==> config.mk <==
export PLATFORM = sky130hd
export DESIGN_NAME = audio_serial_port
export DESIGN_NICKNAME = d
export VERILOG_FILES = /design/src/rtl/audio_serial_port.sv
export SDC_FILE = /design/constraint.sdc
export NUM_CORES = 1
export LEC_CHECK = 0
export CAP_MARGIN = 20
export CELL_PAD_IN_SITES_DETAIL_PLACEMENT = 1
export CELL_PAD_IN_SITES_GLOBAL_PLACEMENT = 2
export CORE_AREA = 2 2 76 150
export DETAILED_ROUTE_END_ITERATION = 8
export DIE_AREA = 0 0 78 152
export DONT_BUFFER_PORTS = 1
export PLACE_DENSITY_LB_ADDON = 0.1
export SETUP_SLACK_MARGIN = 0.02
export SLEW_MARGIN = 5
export SYNTH_ARGS = -nofsm -noshare
export SYNTH_HDL_FRONTEND = slang
export SYNTH_SLANG_ARGS = --single-unit
==> constraint.sdc <==
create_clock -name clk -period 3.3 [get_ports clk]
set_clock_uncertainty 0.05 [all_clocks]
set_input_delay 0.99 -clock clk [delete_from_list [all_inputs] [get_ports clk]]
set_output_delay 0.99 -clock clk [all_outputs]
set_load 0.05 [all_outputs]
==> src/rtl/audio_serial_port.sv <==
module audio_serial_port #(
  parameter int W  = 16,
  parameter int CW = 8
) (
  input  logic         clk,
  input  logic         rst_n,
  input  logic         mclk_en,
  input  logic         cfg_master,
  input  logic         cfg_ratio64,
  input  logic         cfg_fsync,
  input  logic         cfg_pol,
  input  logic         cfg_delay1,
  input  logic         cfg_lsb,
  input  logic         bclk_in,
  input  logic         wclk_in,
  input  logic         sdin,
  output logic         bclk_o,
  output logic         wclk_o,
  output logic         clk_drive,
  output logic         sdout,
  input  logic [W-1:0] tx_data,
  output logic         tx_take,
  output logic [W-1:0] rx_data,
  output logic         rx_valid
);
  localparam int IW = $clog2(W);

  logic [2:0]    bsync;
  logic [1:0]    wsync, dsync;
  logic          bclk_q, first_q, act_prev;
  logic [CW-1:0] cnt;
  logic [W-1:0]  hold, acc;

  always_ff @(posedge clk or negedge rst_n)
    if (!rst_n) begin
      bsync <= '0;
      wsync <= '0;
      dsync <= '0;
    end else begin
      bsync <= {bsync[1:0], bclk_in};
      wsync <= {wsync[0], wclk_in};
      dsync <= {dsync[0], sdin};
    end

  function automatic logic [IW-1:0] bpos(input logic [IW-1:0] i, input logic lsb);
    return lsb ? i : IW'(W - 1) - i;
  endfunction

  wire m_rise = cfg_master & mclk_en & ~bclk_q;
  wire m_fall = cfg_master & mclk_en & bclk_q;
  wire s_rise = ~cfg_master & bsync[1] & ~bsync[2];
  wire s_fall = ~cfg_master & ~bsync[1] & bsync[2];
  wire rise   = m_rise | s_rise;
  wire fall   = m_fall | s_fall;
  wire din    = cfg_master ? sdin : dsync[1];

  wire [CW-1:0] flen  = cfg_ratio64 ? CW'(4 * W) : CW'(2 * W);
  wire [CW-1:0] dly   = {{(CW-1){1'b0}}, cfg_delay1};
  wire [CW-1:0] m_nxt = (cnt == flen - CW'(1)) ? '0 : cnt + CW'(1);
  wire          s_act = (wsync[1] == cfg_pol);
  wire          s_beg = s_act & ~act_prev;
  wire [CW-1:0] s_nxt = s_beg ? '0 : ((&cnt) ? cnt : cnt + CW'(1));
  wire [CW-1:0] nxt   = cfg_master ? m_nxt : s_nxt;
  wire          start = (nxt == '0);

  wire [CW-1:0] t_off = nxt - dly;
  wire          t_in  = (nxt >= dly) && (t_off < CW'(W));
  wire [W-1:0]  t_wd  = start ? tx_data : hold;
  wire          t_bit = t_in & t_wd[bpos(t_off[IW-1:0], cfg_lsb)];
  wire          t_1st = cfg_fsync ? start : (nxt < (flen >> 1));

  wire [CW-1:0] r_off  = cnt - dly;
  wire          r_in   = (cnt >= dly) && (r_off < CW'(W));
  wire          r_last = (r_off == CW'(W - 1));
  logic [W-1:0] acc_n;

  always_comb begin
    acc_n = acc;
    acc_n[bpos(r_off[IW-1:0], cfg_lsb)] = din;
  end

  always_ff @(posedge clk or negedge rst_n)
    if (!rst_n) begin
      bclk_q   <= 1'b0;
      cnt      <= '1;
      first_q  <= 1'b0;
      act_prev <= 1'b0;
      hold     <= '0;
      tx_take  <= 1'b0;
      sdout    <= 1'b0;
      acc      <= '0;
      rx_data  <= '0;
      rx_valid <= 1'b0;
    end else begin
      tx_take  <= 1'b0;
      rx_valid <= 1'b0;
      if (cfg_master && mclk_en) bclk_q <= ~bclk_q;
      if (fall) begin
        cnt      <= nxt;
        act_prev <= s_act;
        first_q  <= t_1st;
        sdout    <= t_bit;
        tx_take  <= start;
        if (start) hold <= tx_data;
      end
      if (rise && r_in) begin
        acc <= acc_n;
        if (r_last) begin
          rx_data  <= acc_n;
          rx_valid <= 1'b1;
        end
      end
    end

  assign bclk_o    = cfg_master & bclk_q;
  assign wclk_o    = cfg_master & (first_q ? cfg_pol : ~cfg_pol);
  assign clk_drive = cfg_master;

  AST_RESET_LINE_LOW: assert property (@(posedge clk) !rst_n |-> (sdout == 1'b0));
  AST_DATA_STILL_AT_RISE: assert property (@(posedge clk) disable iff (!rst_n)
    (cfg_master && $rose(bclk_o)) |-> $stable(sdout));
  AST_WCLK_STILL_AT_RISE: assert property (@(posedge clk) disable iff (!rst_n)
    (cfg_master && $rose(bclk_o)) |-> $stable(wclk_o));
  AST_TAKE_OPENS_FRAME: assert property (@(posedge clk) disable iff (!rst_n)
    (cfg_master && tx_take) |-> (wclk_o == cfg_pol));
  AST_RX_SINGLE_PULSE: assert property (@(posedge clk) disable iff (!rst_n)
    rx_valid |=> !rx_valid);
endmodule

# Word-level counts from Yosys, hierarchy flattened
# Index checks and enable logic that the tools add are counted.
dict set report word_totals {
  ff_bits 69
  in_bits 28
  output_inout_bits 22
  elab_cells 76
}
dict set report classes {
  addsub 6
  order_cmp 8
  eq_ne 3
  mux 19
  bitwise_logic 19
  n_reduce_logical 8
}
# op count
set ops {}
lappend ops {{$mux 8} 4}
lappend ops {{$bwmux 16} 1}
lappend ops {{$ge 8x1->1} 2}
lappend ops {{$lt 8x5->1 const B} 2}
lappend ops {{$mux 16} 1}
lappend ops {{$sub 8x1->8} 2}
lappend ops {{$and 1x1->1} 11}
lappend ops {{$lt 4x5->1 const B} 2}
lappend ops {{$add 8x1->8 const B} 1}
lappend ops {{$eq 8x4->1 const B} 1}
lappend ops {{$eq 8x8->1} 1}
lappend ops {{$logic_not 8->1} 1}
lappend ops {{$lt 8x6->1} 1}
lappend ops {{$mux 1} 8}
lappend ops {{$mux 4} 2}
lappend ops {{$reduce_and 8->1} 1}
lappend ops {{$sub 4x4->4 const A} 2}
lappend ops {{$sub 7x1->8 const B} 1}
lappend ops {{$mux 7} 1}
lappend ops {{$not 1->1} 6}
lappend ops {{$logic_and 1x1->1} 5}
lappend ops {{$bmux 1 s4} 1}
lappend ops {{$demux 1 s4} 1}
lappend ops {{$ge 4x1->1 const B} 1}
lappend ops {{other kinds (3)} 4}

# Logic depth before layout (Yosys ltp)
dict set report logic_depth {
  word_depth 11
  ltp_mapped 13
  ltp_nobuf 13
}

# Worst setup path before layout
# No wires, ideal clock.
dict set report synth_path {
  path_type {input port to flip-flop}
  from {input port cfg_pol}
  to {register sdout}
  setup_ps 121
  arrival_ps 3842
  required_ps 3129
  setup_slack_ps -713
  stages 11
  n_path_buf 0
  path_cell_list {xor2_1 or3_4 o211ai_2 nor2_1 a21oi_1 ha_1 xor2_1 mux4_1 mux2i_1 a221oi_2 a32o_2}
}
dict set report synth_via {
  elab_chain_len 10
  word_cells_on_any_way 15
  classes_between {add/sub: 2; order compare: 2; eq/ne: 1; mux: 6; bitwise: 2; reduce/logical: 2}
}
# item line
set synth_lines {}
lappend synth_lines {{start, declared} 11} ;# input logic cfg_pol,
lappend synth_lines {{$eq 1x1->1 *} 60} ;# wire s_act = (wsync[1] == cfg_pol);
lappend synth_lines {{$and 1x1->1 *} 61} ;# wire s_beg = s_act & ~act_prev;
lappend synth_lines {{$mux 8 *} 62} ;# wire [CW-1:0] s_nxt = s_beg ? '0 : ((&cnt) ? cnt : cnt + CW'(1));
lappend synth_lines {{$mux 8 *} 63} ;# wire [CW-1:0] nxt = cfg_master ? m_nxt : s_nxt;
lappend synth_lines {{$sub 8x1->8} 66} ;# wire [CW-1:0] t_off = nxt - dly;
lappend synth_lines {{$sub 4x4->4} 46} ;# return lsb ? i : IW'(W - 1) - i;
lappend synth_lines {{$mux 4} 46}
lappend synth_lines {{$bmux 1 s4} 69} ;# wire t_bit = t_in & t_wd[bpos(t_off[IW-1:0], cfg_lsb)];
lappend synth_lines {{$mux 1 (implied by the code)} 69}
lappend synth_lines {{$and 1x1->1 *} 69}
lappend synth_lines {{end signal, assigned} 102} ;# sdout <= t_bit;
lappend synth_lines {{end, declared} 20} ;# output logic sdout,
# Every way passes the cells marked *; elsewhere a longest branch is shown, timed or not. The select of a mux whose other input is x is not followed.
# A chain may end at the register's enable or synchronous reset.

# Worst setup path in the final report
# Ends and elaborated chain as after synthesis.

==> flow_summary_export.csv <==
group,metric,value,unit
outcome,status,"complete, but fails checks",
outcome,violations,"setup timing",
power_and_ir_drop,swShare,0.3954,
worst_setup_path,cp_slowest_cell,"mux4_1",
placed_design,port_buffers,0,
power_and_ir_drop,p_int,3.095,mW
global_route,grt_pass1_wl,16460,um
yosys,synth_compound_area_frac,0.09927,
yosys,synth_mux_area_frac,0.2593,
die,die_w,78,um
power_and_ir_drop,power,5.120,mW
placed_design,dp_cells,504,
layout,fin_nets,410,
global_route,grt_max_degree,70,
clocking,root_buffer,"clkbuf_16",
yosys,synthAdderAreaFrac,0.01833,
worst_setup_path,cp.required,3.47,ns
detailed_routing,initialDrtViolationCount,75,
clocking,cts-buffers-inserted,9,
clocking,hold_buffers,0,
global_route,grtUsageTotal,0.1827,
worst_setup_path,crit_arrival,3.47,ns
layout,final_cells,520,
sta,period_share,1.000,
yosys,synth_top_family_by_area,"multiplexers",
layout,final_core_util,0.4478,
detailed_routing,ant_nets,0,
worst_setup_path,start_kind,"input pin",
layout,fillers,1176,
power_and_ir_drop,p_leak,2.142,nW
yosys,synth_cells,348,
yosys,yosysSeqAreaShare,0.4239,
global_route,grt_pass1_vias,3106,
yosys,synth_fp_nets,382,
layout,area_growth,18.17,%
yosys,yosys_warnings,0,
sta,timing.hold.ws,0.3011,ns
yosys,synth_cell_types,62,
clocking,cts_buffer_depth,2,
power_and_ir_drop,comb_power_share,0.475,
sta,fin_crit,3.301,ns
power_and_ir_drop,seqPwrFrac,0.324,
clocking,cts.sinks,69,
yosys,synth-edff-count,0,
sta,final-max-slew-violation-count,0,
sta,rsz0062_at_grt,"true",
sta,worst_slack,-0.001035,ns
layout,antenna_cells,0,
sta,hold_viol_final,0,
clocking,path_clk_slew,0.06,ns
detailed_routing,num_vias,2805,
placed_design,preCtsSetupSlack,-0.4203,ns
die,die_y,152,um
yosys,yosysTopAreaCell,"dfrtp_1",
worst_setup_path,cp_max_fo,8,
power_and_ir_drop,max-vdd-ir-drop,519.1,uV
yosys,synth.avg_cell_area,11.77,sq um
yosys,synthMostInstantiatedCell,"dfrtp_1",
clocking,clk_latency,0.33,ns
yosys,synth.cell_area,4096,sq um
sta,tns,-0.001035,ns
detailed_routing,wl_per_cell,19.74,um
placed_design,placed_cell_area,4473,sq um
placed_design,dp_hpwl,7851,um
power_and_ir_drop,clkPwrFrac,0.201,
yosys,synth_xor_area_frac,0.04154,
yosys,yosysTopAreaCellShare,0.3726,
die,dieArea,11860,sq um
yosys,ys_ff_latch,69,
flow_run,cap_violations,0,
detailed_routing,drtPass1Iterations,4,
global_route,overflow,0,
worst_setup_path,cp-end-kind,"flop",
yosys,synthArstFlopShare,1.000,
yosys,yosys-top-cells-count,"dfrtp_1, mux2_2, nor2_1",
clocking,cts_tree,"built",
placed_design,routabilityCongestion,0.7763,
worst_setup_path,crit_chain,"xor2_1 -> or3_4 -> o211ai_4 -> nor2_1 -> a21oi_2 -> ha_4 -> xor2_4 -> buf_12 -> mux4_1 -> mux2i_1 -> nand3b_1 -> a32o_2",
yosys,synth-simple-area-share,0.1213,
clocking,h-tree-depth,3,
layout,drive_gt1_frac,0.3868,
detailed_routing,drc_errors,0,
yosys,synth_area_leaders,"dfrtp_1, mux2_2, dfstp_2, mux4_1, mux2_1",
die,rows,54,
global_route,antenna_found_initial,0,
worst_setup_path,path_class,"in -> reg",
detailed_routing,viasPerCell,5.394,
sta,timing.slew.headroom,0.6682,
hold_path,hold_class,"in -> async",
die,io_pins,50,
sta,setup_viol,1,
power_and_ir_drop,cellPowerDensity,1058,nW/um^2
die,start_util,0.3789,
worst_setup_path,cpPeakStageDelay,0.54,ns
layout,final_area,4841,sq um
die,coreArea,10810,sq um
detailed_routing,routed_wl,10260,um
power_and_ir_drop,switching_power,2.024,mW
sta,tightestPinTransition,0.4977,ns
sta,max_freq,302.9,MHz
yosys,synthFlopType,"dfrtp_1",
[logic make-up (layout without fill, tap and decap cells)]
family / after synthesis / after routing
compound gates: 51 / 51
buf+inv: 27 / 59
xor+xnor: 16 / 16
simple gates: 94 / 94
flops: 69 / 69
fa+ha+maj: 6 / 6
mux: 85 / 85
[layout make-up]
type                            count  area (sq um)  area share
Inverter                           10         37.54    0.007754
Sequential cell                    69          1737      0.3588
Timing Repair Buffer               34         296.5     0.06126
Clock buffer                        9         225.2     0.04652
Tap cell                          140         175.2     0.03619
Multi-Input combinational cell    252          2281      0.4712
Clock inverter                      6         88.84     0.01835
[flip-flops by register name, indices dropped and copies added, names as in the netlist]
| signal | count |
|---|---|
| tx_take | 1 |
| hold | 16 |
| act_prev | 1 |
| bsync | 3 |
| rx_data | 16 |
| sdout | 1 |
| dsync | 2 |
| wsync | 2 |
| cnt | 8 |
| acc | 16 |
| first_q | 1 |
| rx_valid | 1 |
| bclk_q | 1 |
[final timing paths]
| path | cells past startpoint | start | end | slack (ns) |
|---|---|---|---|---|
| hold / removal | 0 | rst_n | acc[4] | 0.30 |
| max in group asynchronous | 0 | rst_n | cnt[1] | 2.71 |
| setup / recovery | 12 | cfg_pol | sdout | -0.001 |
| hold reg to reg | 0 | bsync[0] | bsync[1] | 0.30 |
| min in group clk | 0 | bsync[0] | bsync[1] | 0.30 |
| setup reg to reg | 13 | cnt[0] | sdout | 0.07 |
[power by group through the flow]
stage / clock network (mW) / logic [mW] / registers, mW
2_1_floorplan: 0 / 1.71 / 1.61
3_3_place_gp: 0 / 2.29 / 1.66
3_5_place_dp: 0 / 2.36 / 1.68
4_1_cts: 1.05 / 2.39 / 1.66
5_1_grt: 1.09 / 2.66 / 1.71
6_report: 1.03 / 2.43 / 1.66
[worst max-delay path, delay by kind of cell]
kind                       cells  cell delay (ns)
and+or+nand+nor                3             0.53
muxes                          2             0.69
xor gates and xnor gates       2             0.31
buffers and inverters          1             0.15
AOI/OAI and AO/OA              3             0.56
adders and majority gates      1             0.25
[routing by layer]
layer	vias to the layer above	track usage	routed length [um]
met5	-	0	0
met4	0	0.09023	327
met3	14	0.02969	218
met2	32	0.3498	6202
met1	1456	0.1842	3515
li1	1303	-	-
[repair_timing]
item,4_1_cts,5_1_grt
setup buffers,0,1
pin swaps,1,0
endpoints found under the setup margin,1,1
resized for setup,5,7
hold endpoints to repair,0,0
[cells in the final DEF, fill, tap and decap left out, types with 3 or more instances in the layout]
cell	count
nor2b_1	6
o21a_1	5
dfrtp_1	61
and3_1	3
or3_1	3
mux2_2	55
mux2_1	13
xnor2_1	8
o21ai_0	14
clkbuf_16	9
mux4_1	3
mux4_2	5
mux2i_1	8
nand2_1	27
nand3_1	5
xnor2_2	4
and2_1	5
ha_1	3
dfstp_2	8
inv_1	9
buf_4	30
nor2_1	28
a21oi_1	6
nor3_1	6
buf_12	3
No activity file was read; power rests on OpenSTA's default activity.
